[src/rtl/ext_irq_pkg.sv]
package ext_irq_pkg;

    localparam int MODE_W  = 3;
    localparam int FIELD_W = 4;
    localparam logic [MODE_W-1:0] MODE_RESET = 3'b010;

    typedef enum logic [2:0] {
        TRIG_LOW,
        TRIG_HIGH,
        TRIG_FALL,
        TRIG_RISE,
        TRIG_ANY
    } trig_e;

    typedef enum logic [1:0] {
        ST_ARM,
        ST_LO,
        ST_HI
    } hist_e;

    function automatic trig_e decode_mode(input logic [MODE_W-1:0] m);
        trig_e t;
        if (m[2]) begin
            t = TRIG_ANY;
        end else begin
            case (m[1:0])
                2'b00:   t = TRIG_LOW;
                2'b01:   t = TRIG_HIGH;
                2'b10:   t = TRIG_FALL;
                default: t = TRIG_RISE;
            endcase
        end
        return t;
    endfunction

endpackage

[src/rtl/ext_irq_sync.sv]
module ext_irq_sync #(
    parameter int STAGES = 2
) (
    input  logic clk,
    input  logic rst_n,
    input  logic d,
    output logic q
);
    logic [STAGES-1:0] chain_q;

    always_ff @(posedge clk or negedge rst_n) begin
        if (!rst_n) begin
            chain_q <= '0;
        end else begin
            chain_q <= {chain_q[STAGES-2:0], d};
        end
    end

    assign q = chain_q[STAGES-1];
endmodule

[src/rtl/ext_irq_chan.sv]
module ext_irq_chan
    import ext_irq_pkg::*;
(
    input  logic              clk,
    input  logic              rst_n,
    input  logic              lvl,
    input  logic [MODE_W-1:0] mode,
    input  logic              rearm,
    output logic              irq
);
    hist_e state_q, state_d;
    trig_e trig;
    logic  rise, fall, hit, irq_q;

    assign trig = decode_mode(mode);

    always_comb begin
        if (rearm) begin
            state_d = ST_ARM;
        end else if (lvl) begin
            state_d = ST_HI;
        end else begin
            state_d = ST_LO;
        end
    end

    always_ff @(posedge clk or negedge rst_n) begin
        if (!rst_n) begin
            state_q <= ST_ARM;
        end else begin
            state_q <= state_d;
        end
    end

    always_comb begin
        rise = 1'b0;
        fall = 1'b0;
        unique case (state_q)
            ST_LO:   rise = lvl;
            ST_HI:   fall = !lvl;
            default: ;
        endcase
    end

    always_comb begin
        unique case (trig)
            TRIG_LOW:  hit = !lvl;
            TRIG_HIGH: hit = lvl;
            TRIG_FALL: hit = fall;
            TRIG_RISE: hit = rise;
            default:   hit = rise | fall;
        endcase
    end

    always_ff @(posedge clk or negedge rst_n) begin
        if (!rst_n) begin
            irq_q <= 1'b0;
        end else begin
            irq_q <= hit;
        end
    end

    assign irq = irq_q;
endmodule

[src/rtl/ext_irq_regs.sv]
module ext_irq_regs
    import ext_irq_pkg::*;
#(
    parameter int                NUM_PINS   = 2,
    parameter int                ADDR_W     = 8,
    parameter int                DATA_W     = 32,
    parameter logic [ADDR_W-1:0] REG_OFFSET = 8'h04
) (
    input  logic                       clk,
    input  logic                       rst_n,
    input  logic [ADDR_W-1:0]          bus_addr,
    input  logic                       bus_wr,
    input  logic [DATA_W-1:0]          bus_wdata,
    input  logic [NUM_PINS-1:0]        lvl,
    output logic [NUM_PINS*MODE_W-1:0] mode_flat,
    output logic                       rearm,
    output logic [DATA_W-1:0]          bus_rdata
);
    logic [NUM_PINS-1:0][MODE_W-1:0] mode_q;
    logic sel, wr_hit;
    logic unused_wdata;

    assign sel          = (bus_addr == REG_OFFSET);
    assign wr_hit       = bus_wr && sel;
    assign rearm        = wr_hit;
    assign unused_wdata = ^bus_wdata;

    for (genvar i = 0; i < NUM_PINS; i++) begin : g_mode
        always_ff @(posedge clk or negedge rst_n) begin
            if (!rst_n) begin
                mode_q[i] <= MODE_RESET;
            end else if (wr_hit) begin
                mode_q[i] <= bus_wdata[i*FIELD_W +: MODE_W];
            end
        end
        assign mode_flat[i*MODE_W +: MODE_W] = mode_q[i];
    end

    always_comb begin
        bus_rdata = '0;
        if (sel) begin
            for (int i = 0; i < NUM_PINS; i++) begin
                bus_rdata[i*FIELD_W +: MODE_W]  = mode_q[i];
                bus_rdata[i*FIELD_W + MODE_W]   = lvl[i];
            end
        end
    end
endmodule

[src/rtl/ext_irq_detect.sv]
module ext_irq_detect
    import ext_irq_pkg::*;
#(
    parameter int                NUM_PINS    = 2,
    parameter int                ADDR_W      = 8,
    parameter int                DATA_W      = 32,
    parameter int                SYNC_STAGES = 2,
    parameter logic [ADDR_W-1:0] REG_OFFSET  = 8'h04
) (
    input  logic                clk,
    input  logic                rst_n,
    input  logic [ADDR_W-1:0]   bus_addr,
    input  logic                bus_wr,
    input  logic [DATA_W-1:0]   bus_wdata,
    output logic [DATA_W-1:0]   bus_rdata,
    input  logic [NUM_PINS-1:0] pin_in,
    output logic [NUM_PINS-1:0] irq_out
);
    localparam int MODE_BITS = NUM_PINS * MODE_W;

    logic [NUM_PINS-1:0]  sync_lvl;
    logic [MODE_BITS-1:0] mode_flat;
    logic                 rearm;

    ext_irq_regs #(
        .NUM_PINS  (NUM_PINS),
        .ADDR_W    (ADDR_W),
        .DATA_W    (DATA_W),
        .REG_OFFSET(REG_OFFSET)
    ) u_regs (
        .clk      (clk),
        .rst_n    (rst_n),
        .bus_addr (bus_addr),
        .bus_wr   (bus_wr),
        .bus_wdata(bus_wdata),
        .lvl      (sync_lvl),
        .mode_flat(mode_flat),
        .rearm    (rearm),
        .bus_rdata(bus_rdata)
    );

    for (genvar i = 0; i < NUM_PINS; i++) begin : g_pin
        ext_irq_sync #(.STAGES(SYNC_STAGES)) u_sync (
            .clk  (clk),
            .rst_n(rst_n),
            .d    (pin_in[i]),
            .q    (sync_lvl[i])
        );

        ext_irq_chan u_chan (
            .clk  (clk),
            .rst_n(rst_n),
            .lvl  (sync_lvl[i]),
            .mode (mode_flat[i*MODE_W +: MODE_W]),
            .rearm(rearm),
            .irq  (irq_out[i])
        );
    end
endmodule

[config.mk]
export PLATFORM = sky130hd
export DESIGN_NAME = ext_irq_detect
export DESIGN_NICKNAME = d
export VERILOG_FILES = /design/src/rtl/ext_irq_pkg.sv /design/src/rtl/ext_irq_sync.sv /design/src/rtl/ext_irq_chan.sv /design/src/rtl/ext_irq_regs.sv /design/src/rtl/ext_irq_detect.sv
export SDC_FILE = /design/constraint.sdc
export NUM_CORES = 1
export LEC_CHECK = 0
export ABC_AREA = 1
export BUFFER_PORTS_ARGS = -buffer_cell sky130_fd_sc_hd__buf_4
export CAP_MARGIN = 15
export CORE_MARGIN = 4
export CORE_UTILIZATION = 30
export DETAILED_ROUTE_END_ITERATION = 8
export PLACE_DENSITY = 0.65
export SLEW_MARGIN = 20
export SYNTH_ARGS = -nofsm -noshare
export SYNTH_HDL_FRONTEND = slang
export SYNTH_SLANG_ARGS = --single-unit
[constraint.sdc]
create_clock -name clk -period 3 [get_ports clk]
set_clock_uncertainty 0.2 [all_clocks]
set_input_delay 0.3 -clock clk [delete_from_list [all_inputs] [get_ports clk]]
set_output_delay 0.3 -clock clk [all_outputs]
set_load 0.02 [all_outputs]
==> results.cfg, run 1 <==
[clocking]
cts_tree = done
cts_resized = 0
cts_made_buffers = 3
clkTransAtPathRegs_ns = 0.09
clock_latency_ns = 0.29
cts_sinks = 16
htreeDepth = 1
root_buffer = clkbuf_4
clockBufferDepth = 2

[grt]
met1_usage_pct = 9.23
antenna_found_initial = 0
use_met3_pct = 2.99
grt_first_pass_wirelength_um = 2880
grt_busiest_layer = met2
grt-ovfl-total = 0
grt_use_met2_pct = 16.8
grt_pass1_vias = 688
grt_max_degree = 17
grt_usage_pct = 8.76

[power_and_ir_drop]
internal_power_uw = 334
p_sw_uw = 131
seqPwrFrac_pct = 50.6
p_leak_uw = 0.000631
power_per_cell_area_mw_per_mm2 = 403
finalPower_uw = 465
power_switching_share_pct = 28.2
vdd_drop_max_uv = 172
combPwrFrac_pct = 18.7
pwr-share-clk_pct = 30.6

[worst_setup_path]
critical_path.startpoint = bus_addr[7]
end_kind = output pin
path_class = primary input to output pin
cp.required_ns = 2.50
cp.arrival_ns = 1.51
path_max_fanout = 11
reg2reg_from = g_pin[1].u_sync.chain_q[1]$_DFF_PN0_
startpoint_type = primary input

[placement]
place_area_sq_mm = 0.00109
port_buffers = 28
place_congestion = 0.709
dp_hpwl_um = 1450

[routing]
wire_per_inst_um = 8.94
drc_errors = 0
totalWireLength_um = 1770
drt_pre_antenna_iters = 4
vias_per_cell = 3.78
ant_nets = 0
drt-initial-drc-count = 14
via_count = 749

[status]
status = completed

[logic_synthesis]
yosys-top-cells-count = 26 x buf_4, 22 x nand2_1, 21 x inv_1, 16 x nor2_1, 14 x dfrtp_1
synth_ff_type = dfrtp_1
ys_seq_elements = 16
avgSynthCellArea_sq_um = 7.68
yosys_warnings = 0
yosys.area.top_type = dfrtp_1
synth_top_area_share_pct = 36.8
syn-cell-area_sq_um = 952
synth.distinct_cells = 13
netlist_top_cells_area = dfrtp_1 37%, buf_4 20%, nand2_1 8.7%
ys_async_sr_fraction_pct = 100
yosysSeqAreaShare_pct = 42.3
synthMostInstantiatedCell = buf_4
synth_edf_count = 0
netlist_instances = 124

[timing]
clock.fmax_ghz = 0.498
tns_ns = 0
timing.final.max_slew_violations = 0
fin_crit_ns = 2.01
finalCritPeriodShare_pct = 67.0
hold_violations = 0
setup_viol = 0
rsz0062_at_grt = no
whs_ns = 0.0247

[floorplan]
die_w_um = 64.3
dieArea_sq_mm = 0.00414
fp.dieH_um = 64.3
rows = 20
core-area_sq_mm = 0.00305
initial_core_util_pct = 31.2
top_level_ports = 79

[flow_run]
cap_violations = 0

[layout]
final_layout_size_suffix_gt1_share_pct = 22.7
finish.instance_area_sq_mm = 0.00115
n_antenna_cell = 0
layout.nets = 200
fillers = 350
area_growth_pct = 21.0

[min_path]
holdCritStartpoint = bus_wdata[5]
hold_class = primary input to register
[through the flow]
step,util (%),setup slack (ns),instances
global placement,35.6,1.01,191
finish,37.7,0.990,198
floorplan,-,1.52,147
detailed placement,35.6,0.960,191
global route,37.7,0.832,198
CTS,37.7,0.961,198
[logic make-up (layout without fill, tap and decap cells)]
group | count (synthesis) | after routing | share of synthesized area (%)
flops | 16 | 16 | 42.3
other cells | 1 | 24 | 0.394
compound gates | 10 | 10 | 5.78
buf+inv | 49 | 56 | 31.1
simple gates | 48 | 48 | 20.4
[cells in the final DEF (no fill, tap or decap), drive strengths merged, types with 3 or more instances in the layout]
| master | netlist | final |
|---|---|---|
| a21oi | 6 | 6 |
| buf | 28 | 28 |
| clkbuf | 0 | 4 |
| conb | 1 | 24 |
| dfrtp | 14 | 14 |
| dlygate4sd3 | 0 | 3 |
| inv | 21 | 21 |
| nand2 | 22 | 22 |
| nand3 | 9 | 9 |
| nor2 | 17 | 17 |
[path summary, 6_finish.rpt]
| kind | endpoint | slack [ns] | cells past startpoint |
|---|---|---|---|
| worst max-delay path | bus_rdata[5] | 0.99 | 7 |
| worst min-delay path | u_regs.mode_flat[4]$_DFFE_PN1P_ | 0.02 | 3 |
| worst max register to register | g_pin[1].u_chan.irq$_DFF_PN0_ | 1.89 | 5 |
| worst min register to register | g_pin[1].u_sync.chain_q[1]$_DFF_PN0_ | 0.16 | 0 |
| max in group asynchronous | u_regs.mode_flat[4]$_DFFE_PN1P_ | 2.15 | 2 |
| min in group asynchronous | g_pin[1].u_chan.irq$_DFF_PN0_ | 0.20 | 2 |
[metal layers]
metal / wire, um / part of all wire [%]
met5: 0 / 0
met4: 0 / 0
met1: 630 / 36
met2: 995 / 56
met3: 145 / 8.2
[worst max-delay path, cell delays in order]
cell and delay [ns]:
buf_4 0.11, nor2_1 0.10, nand2_1 0.06, nor2_2 0.36, inv_1 0.24, nor2_1 0.17, buf_4 0.16
[cell type report]
type	instances	area [sq um]	area share (%)
Inverter	21	78.8	6.84
Timing Repair Buffer	31	240	20.8
Tap cell	44	55.1	4.78
Clock buffer	4	36.3	3.15
Multi-Input combinational cell	82	339	29.4
Sequential cell	16	403	35.0
[timing repair]
| action | CTS | global route |
|---|---|---|
| hold buffers | 3 | 0 |
| setup buffers | 0 | 0 |
| endpoints found under the hold margin | 18 | 0 |
[sequential cells by signal (all words and copies together), names as in the netlist]
name	cells
g_pin.u_sync.chain_q	4
u_regs.mode_flat	6
g_pin.u_chan.irq	2
g_pin.u_chan.state_q	4
[power by group through the flow]
stage	clock [uW]	sequential [uW]	combinational (uW)
2_1_floorplan	0	238	81.8
5_1_grt	162	237	98.0
3_3_place_gp	0	240	82.8
4_1_cts	149	236	87.6
3_5_place_dp	0	240	84.4
6_report	142	235	87.1
No activity file was read; power rests on OpenSTA's default activity.
==> inputs of run 2 (changes only) <==
- clock period: 3 -> 1.95 ns (I/O delays scaled with it)
==> run 2 against run 1 <==
  * Non-clock buffer count increased by 10
  * Die area stayed put
  * Combinational power rose by 66%
  * Setup slack got worse by 0.59 ns
  * Worst hold slack improved by 0.096 ns
  * Sequential power up 54%
  * Cell count up 4.5%
  * Total power rose by 45%
  * Clock power up 16%
  * Cell area grew 7.3%
  * Largest cell class unchanged
  * Critical path depth down 2
  * Routed wire length is 0.17% higher
==> results.cfg, run 2 (synthesis results as in run 1) <==
[worst_setup_path]
path_max_fanout = 11
ff2ff_path_depth = 5
reg2reg_from = g_pin[1].u_sync.chain_q[1]$_DFF_PN0_
path_class = primary input to register
cp.arrival_ns = 1.56
critical_path.startpoint = bus_wr
end_kind = register
startpoint_type = primary input
cp.required_ns = 1.96
r2r_slack_ns = 0.84
worstReg2RegEnd = g_pin[1].u_chan.irq$_DFF_PN0_

[timing]
hold_violations = 0
setup_viol = 0
fin_crit_ns = 1.55
timing.final.max_slew_violations = 0
rsz0062_at_grt = no
tns_ns = 0
finalCritPeriodShare_pct = 79.5
clock.fmax_ghz = 0.645

[layout]
fillers = 335
n_antenna_cell = 0
final_common_cell = buf_4
final_layout_size_suffix_gt1_share_pct = 21.5
layout.nets = 210
multi_input_area_sq_um = 339
final_cell_mix = 29 x buf_4, 24 x conb_1, 22 x nand2_1, 21 x inv_1, 16 x nor2_1
largest_reg_flops = 6
final-seq-area_sq_um = 403
area_growth_pct = 29.8

[power_and_ir_drop]
seqPwrFrac_pct = 53.9
vdd_drop_max_uv = 210
combPwrFrac_pct = 21.5
p_sw_uw = 192
power_per_cell_area_mw_per_mm2 = 544
internal_power_uw = 480
finalPower_uw = 672
pwr-share-clk_pct = 24.6
power_switching_share_pct = 28.5
p_leak_uw = 0.000661

[clocking]
clockBufferDepth = 2
cts_tree = done
cts_sinks = 16
root_buffer = clkbuf_4
htreeDepth = 1
clock_latency_ns = 0.27
clkTransAtPathRegs_ns = 0.09
cts_made_buffers = 3

[routing]
drc_errors = 0
totalWireLength_um = 1770
drt-initial-drc-count = 16
via_count = 780
wire_per_inst_um = 8.57
vias_per_cell = 3.77
ant_nets = 0
drt_pre_antenna_iters = 4

[floorplan]
core-area_sq_mm = 0.00305
dieArea_sq_mm = 0.00414
fp.dieH_um = 64.3
top_level_ports = 79
rows = 20
die_w_um = 64.3
initial_core_util_pct = 31.2

[flow_run]
cap_violations = 0

[placement]
dp_hpwl_um = 1420
place_congestion = 0.713
port_buffers = 28

[status]
status = completed

[grt]
grt_pass1_vias = 710
grt_first_pass_wirelength_um = 2950
antenna_found_initial = 0
grt_max_degree = 17
grt-ovfl-total = 0
grt_usage_pct = 9.02

[min_path]
hold_class = primary input to async pin
==> run 2: worst max-delay path by stage <==
stage	to	slack, ns	cells past startpoint
after CTS	bus_rdata[5]	0.40	3
after floorplan	bus_rdata[0]	0.68	5
after global routing	u_regs.mode_flat[1]$_DFFE_PN1P_	0.33	5
after detailed placement	bus_rdata[5]	0.47	7
final	u_regs.mode_flat[4]$_DFFE_PN1P_	0.40	5
after global placement	bus_rdata[4]	0.55	7
==> run 2: routing by layer <==
metal	up-vias	part of all wire (%)	global-route usage (%)	wire length, um
met4	0	1.4	5.54	24
li1	400	-	-	-
met3	2	7.3	1.41	129
met5	-	0	0	0
met1	352	37	9.57	649
met2	26	55	16.5	970
==> run 2: repair_timing <==
| action | 4_1_cts | 5_1_grt |
|---|---|---|
| gates resized for setup | 0 | 0 |
| setup buffers | 0 | 0 |
| hold buffers | 12 | 0 |
| hold endpoints to repair | 28 | 0 |
==> run 2: area by class of cell <==
cell class / count / share of cell area, %
tap: 44 / 4.45
multi-input combinational: 82 / 27.4
clock buffer: 3 / 1.82
timing repair buffer: 41 / 27.3
sequential: 16 / 32.6
inverter: 21 / 6.38
==> run 2: worst max-delay path: stages <==
cell           delay [ns]
dlygate4sd3_1        0.53
buf_4                0.17
nand3_1              0.08
dlygate4sd3_1        0.54
nand2_1              0.05
==> run 2: per-stage QoR <==
step | utilization, % | setup slack [ns] | hold WS (ns) | area (sq um) | std cells
2_1_floorplan | - | 0.679 | -0.301 | 1040 | 147
3_3_place_gp | 35.8 | 0.552 | -0.137 | 1090 | 192
3_5_place_dp | 35.8 | 0.471 | -0.135 | 1090 | 192
4_1_cts | 40.5 | 0.395 | 0.0958 | 1240 | 207
5_1_grt | 40.5 | 0.332 | 0.124 | 1240 | 207
6_report | 40.5 | 0.400 | 0.121 | 1240 | 207
==> run 2: power by group through the flow <==
stage	Sequential (uW)	Clock [uW]	Combinational (uW)
after detailed placement	369	0	130
after CTS	362	177	146
after global routing	365	192	163
after global placement	369	0	128
after floorplan	366	0	126
final	362	165	145
==> inputs of run 3 (changes only) <==
- ABC_AREA: 1 -> 0
- PLACE_DENSITY: 0.65 -> 0.66
- clock period: 1.95 -> 1.6 ns (I/O delays scaled with it)
==> run 3 against run 2 <==
  * Clock power rose by 59%
  * First-iteration DRC count down 69%
  * Core utilization rose by 2.2 points
  * Register-to-register slack got worse by 0.48 ns
  * Critical path type is now register to output pin
  * Largest cell class unchanged
==> results.cfg, run 3 <==
[status]
status = completed

[grt]
grt_first_pass_wirelength_um = 2930
met1_usage_pct = 9.96
use_met3_pct = 2.13
grt_max_degree = 17
grt_usage_pct = 8.82
grt-ovfl-total = 0
grt_use_met2_pct = 16.3
grt_busiest_layer = met2
grt_pass1_vias = 699
antenna_found_initial = 0

[routing]
totalWireLength_um = 1800
ant_nets = 0
wire_per_inst_um = 11.5
drt_pre_antenna_iters = 3
drc_errors = 0
vias_per_cell = 4.28
drt-initial-drc-count = 5
via_count = 668

[logic_synthesis]
synth_ff_type = dfrtp_1
synth_top_family_by_area = buffers and inverters
ys_seq_elements = 16
avgSynthCellArea_sq_um = 11.0
synth_fa_ha_area_share_pct = 0
netlist_top_cells_area = dfrtp_1 38%, buf_4 21%, mux2_2 7.3%
synth_compound_area_share_pct = 5.27
synth_top_area_share_pct = 37.8
yosys_warnings = 0
yosysSeqAreaShare_pct = 43.5
ys_async_sr_fraction_pct = 100
synth.distinct_cells = 23
yosys-top-cells-count = 26 x buf_4, 14 x dfrtp_1, 8 x and3_2, 6 x mux2_2, 4 x nor2_1
synthMostInstantiatedCell = buf_4
syn-cell-area_sq_um = 926
netlist_instances = 84
yosys.area.top_type = dfrtp_1
muxShareOfSynthArea_pct = 8.38
synth-xor-area-share_pct = 0
synth_edf_count = 0
synthSimpleGateAreaFrac_pct = 20.1

[layout]
largest_reg_flops = 6
final_common_cell = buf_4
utilization_pct = 42.7
final_cell_mix = 30 x buf_4, 24 x conb_1, 14 x dfrtp_1, 10 x dlygate4sd3_1, 8 x and3_2
n_antenna_cell = 0
area_growth_pct = 31.5
layout.nets = 171
instances_no_fill = 156
final_layout_size_suffix_gt1_share_pct = 44.0
fillers = 260

[placement]
place_congestion = 0.692
dp.cells = 142
dp_hpwl_um = 1350
place_ws_ns = 0.0828
port_buffers = 28

[power_and_ir_drop]
power_switching_share_pct = 27.2
p_leak_uw = 0.000619
power_per_cell_area_mw_per_mm2 = 721
seqPwrFrac_pct = 50.4
pwr-share-clk_pct = 30.0
vdd_drop_max_uv = 431
internal_power_uw = 639
p_sw_uw = 239
combPwrFrac_pct = 19.6

[floorplan]
top_level_ports = 79
core-area_sq_mm = 0.00285
die_w_um = 63.6
fp.dieH_um = 63.6
dieArea_sq_mm = 0.00404
initial_core_util_pct = 32.5
rows = 19

[min_path]
hold_class = primary input to async pin

[clocking]
cts_sinks = 16
cts_setup_buffers = 0
root_buffer = clkbuf_4
htreeDepth = 1
cts_tree = done
cts_made_buffers = 3
clkTransAtPathRegs_ns = 0.09
clockBufferDepth = 2
clock_latency_ns = 0.28

[worst_setup_path]
cp.required_ns = 1.24
end_kind = output pin
startpoint_type = register
path_max_fanout = 4
critPathSlowestCell = dfstp_2
worstReg2RegEnd = g_pin[0].u_chan.irq$_DFF_PN0_
crit_path_end = bus_rdata[1]
critPathMaxStageDelay_ns = 0.56
cp_cell_sequence = and3_2, buf_4
path_class = register to output pin
reg2reg_from = u_regs.mode_flat[1]$_DFFE_PN1P_
r2r_slack_ns = 0.36
cp.arrival_ns = 1.15
critical_path.startpoint = u_regs.mode_flat[1]$_DFFE_PN1P_
ff2ff_path_depth = 3

[timing]
fin_crit_ns = 1.51
clock.fmax_ghz = 0.664
tns_ns = 0
rsz0062_at_grt = no
setup_slack_ns = 0.0948
hold_violations = 0
timing.final.max_slew_violations = 0
finalCritPeriodShare_pct = 94.1
setup_viol = 0

[flow_run]
cap_violations = 0
run 3: layout make-up:
cell class / count / area (sq um) / share of cell area (%)
clock buffer: 4 / 36.3 / 2.98
inverter: 3 / 11.3 / 0.925
multi-input combinational: 62 / 403 / 33.1
sequential: 16 / 403 / 33.1
tap: 31 / 38.8 / 3.19
timing repair buffer: 40 / 325 / 26.7
run 3: critical path, delay by kind of cell (launching register included):
| family | cells | cell delay (ns) |
|---|---|---|
| DFF | 1 | 0.56 |
| buffers and inverters | 1 | 0.13 |
| and+or+nand+nor | 1 | 0.17 |
run 3: worst min path at each step:
stage,depth (start not counted),startpoint,to
final,2,rst_n,u_regs.mode_flat[3]$_DFFE_PN0P_
after detailed placement,1,rst_n,u_regs.mode_flat[5]$_DFFE_PN0P_
after global placement,1,rst_n,u_regs.mode_flat[5]$_DFFE_PN0P_
after floorplan,0,rst_n,g_pin[0].u_chan.irq$_DFF_PN0_
after global routing,2,rst_n,u_regs.mode_flat[5]$_DFFE_PN0P_
after CTS,2,rst_n,u_regs.mode_flat[5]$_DFFE_PN0P_
run 3: cell families after synthesis:
kind of cell           count (synthesis)
other                                  1
AOI/OAI and AO/OA                      8
and+or+nand+nor                       23
DFF                                   16
muxes                                  7
buffers and inverters                 29
run 3: power by group through the flow:
| stage | clock network [uW] | logic [uW] | registers, uW |
|---|---|---|---|
| global route | 289 | 186 | 445 |
| finish | 263 | 172 | 442 |
| global placement | 0 | 149 | 449 |
| floorplan | 0 | 140 | 446 |
| CTS | 269 | 171 | 443 |
| detailed placement | 0 | 152 | 450 |
run 3: timing repair:
item / CTS / global route
endpoints found under the hold margin: 27 / 0
hold buffers: 10 / 0
resized for setup: 0 / 0
setup endpoints to repair: 0 / 0
run 3: routing by layer:
metal	wire length (um)	vias up
li1	-	315
met1	720	308
met2	869	45
met3	209	0
met4	0	0
met5	0	-
run 3: metrics by stage:
step / hold WS, ns / total power (uW) / area, sq um
CTS: 0.0613 / 883 / 1220
global route: 0.0901 / 919 / 1220
global placement: -0.175 / 598 / 1080
floorplan: -0.336 / 586 / 1010
detailed placement: -0.173 / 602 / 1080
finish: 0.0778 / 877 / 1220
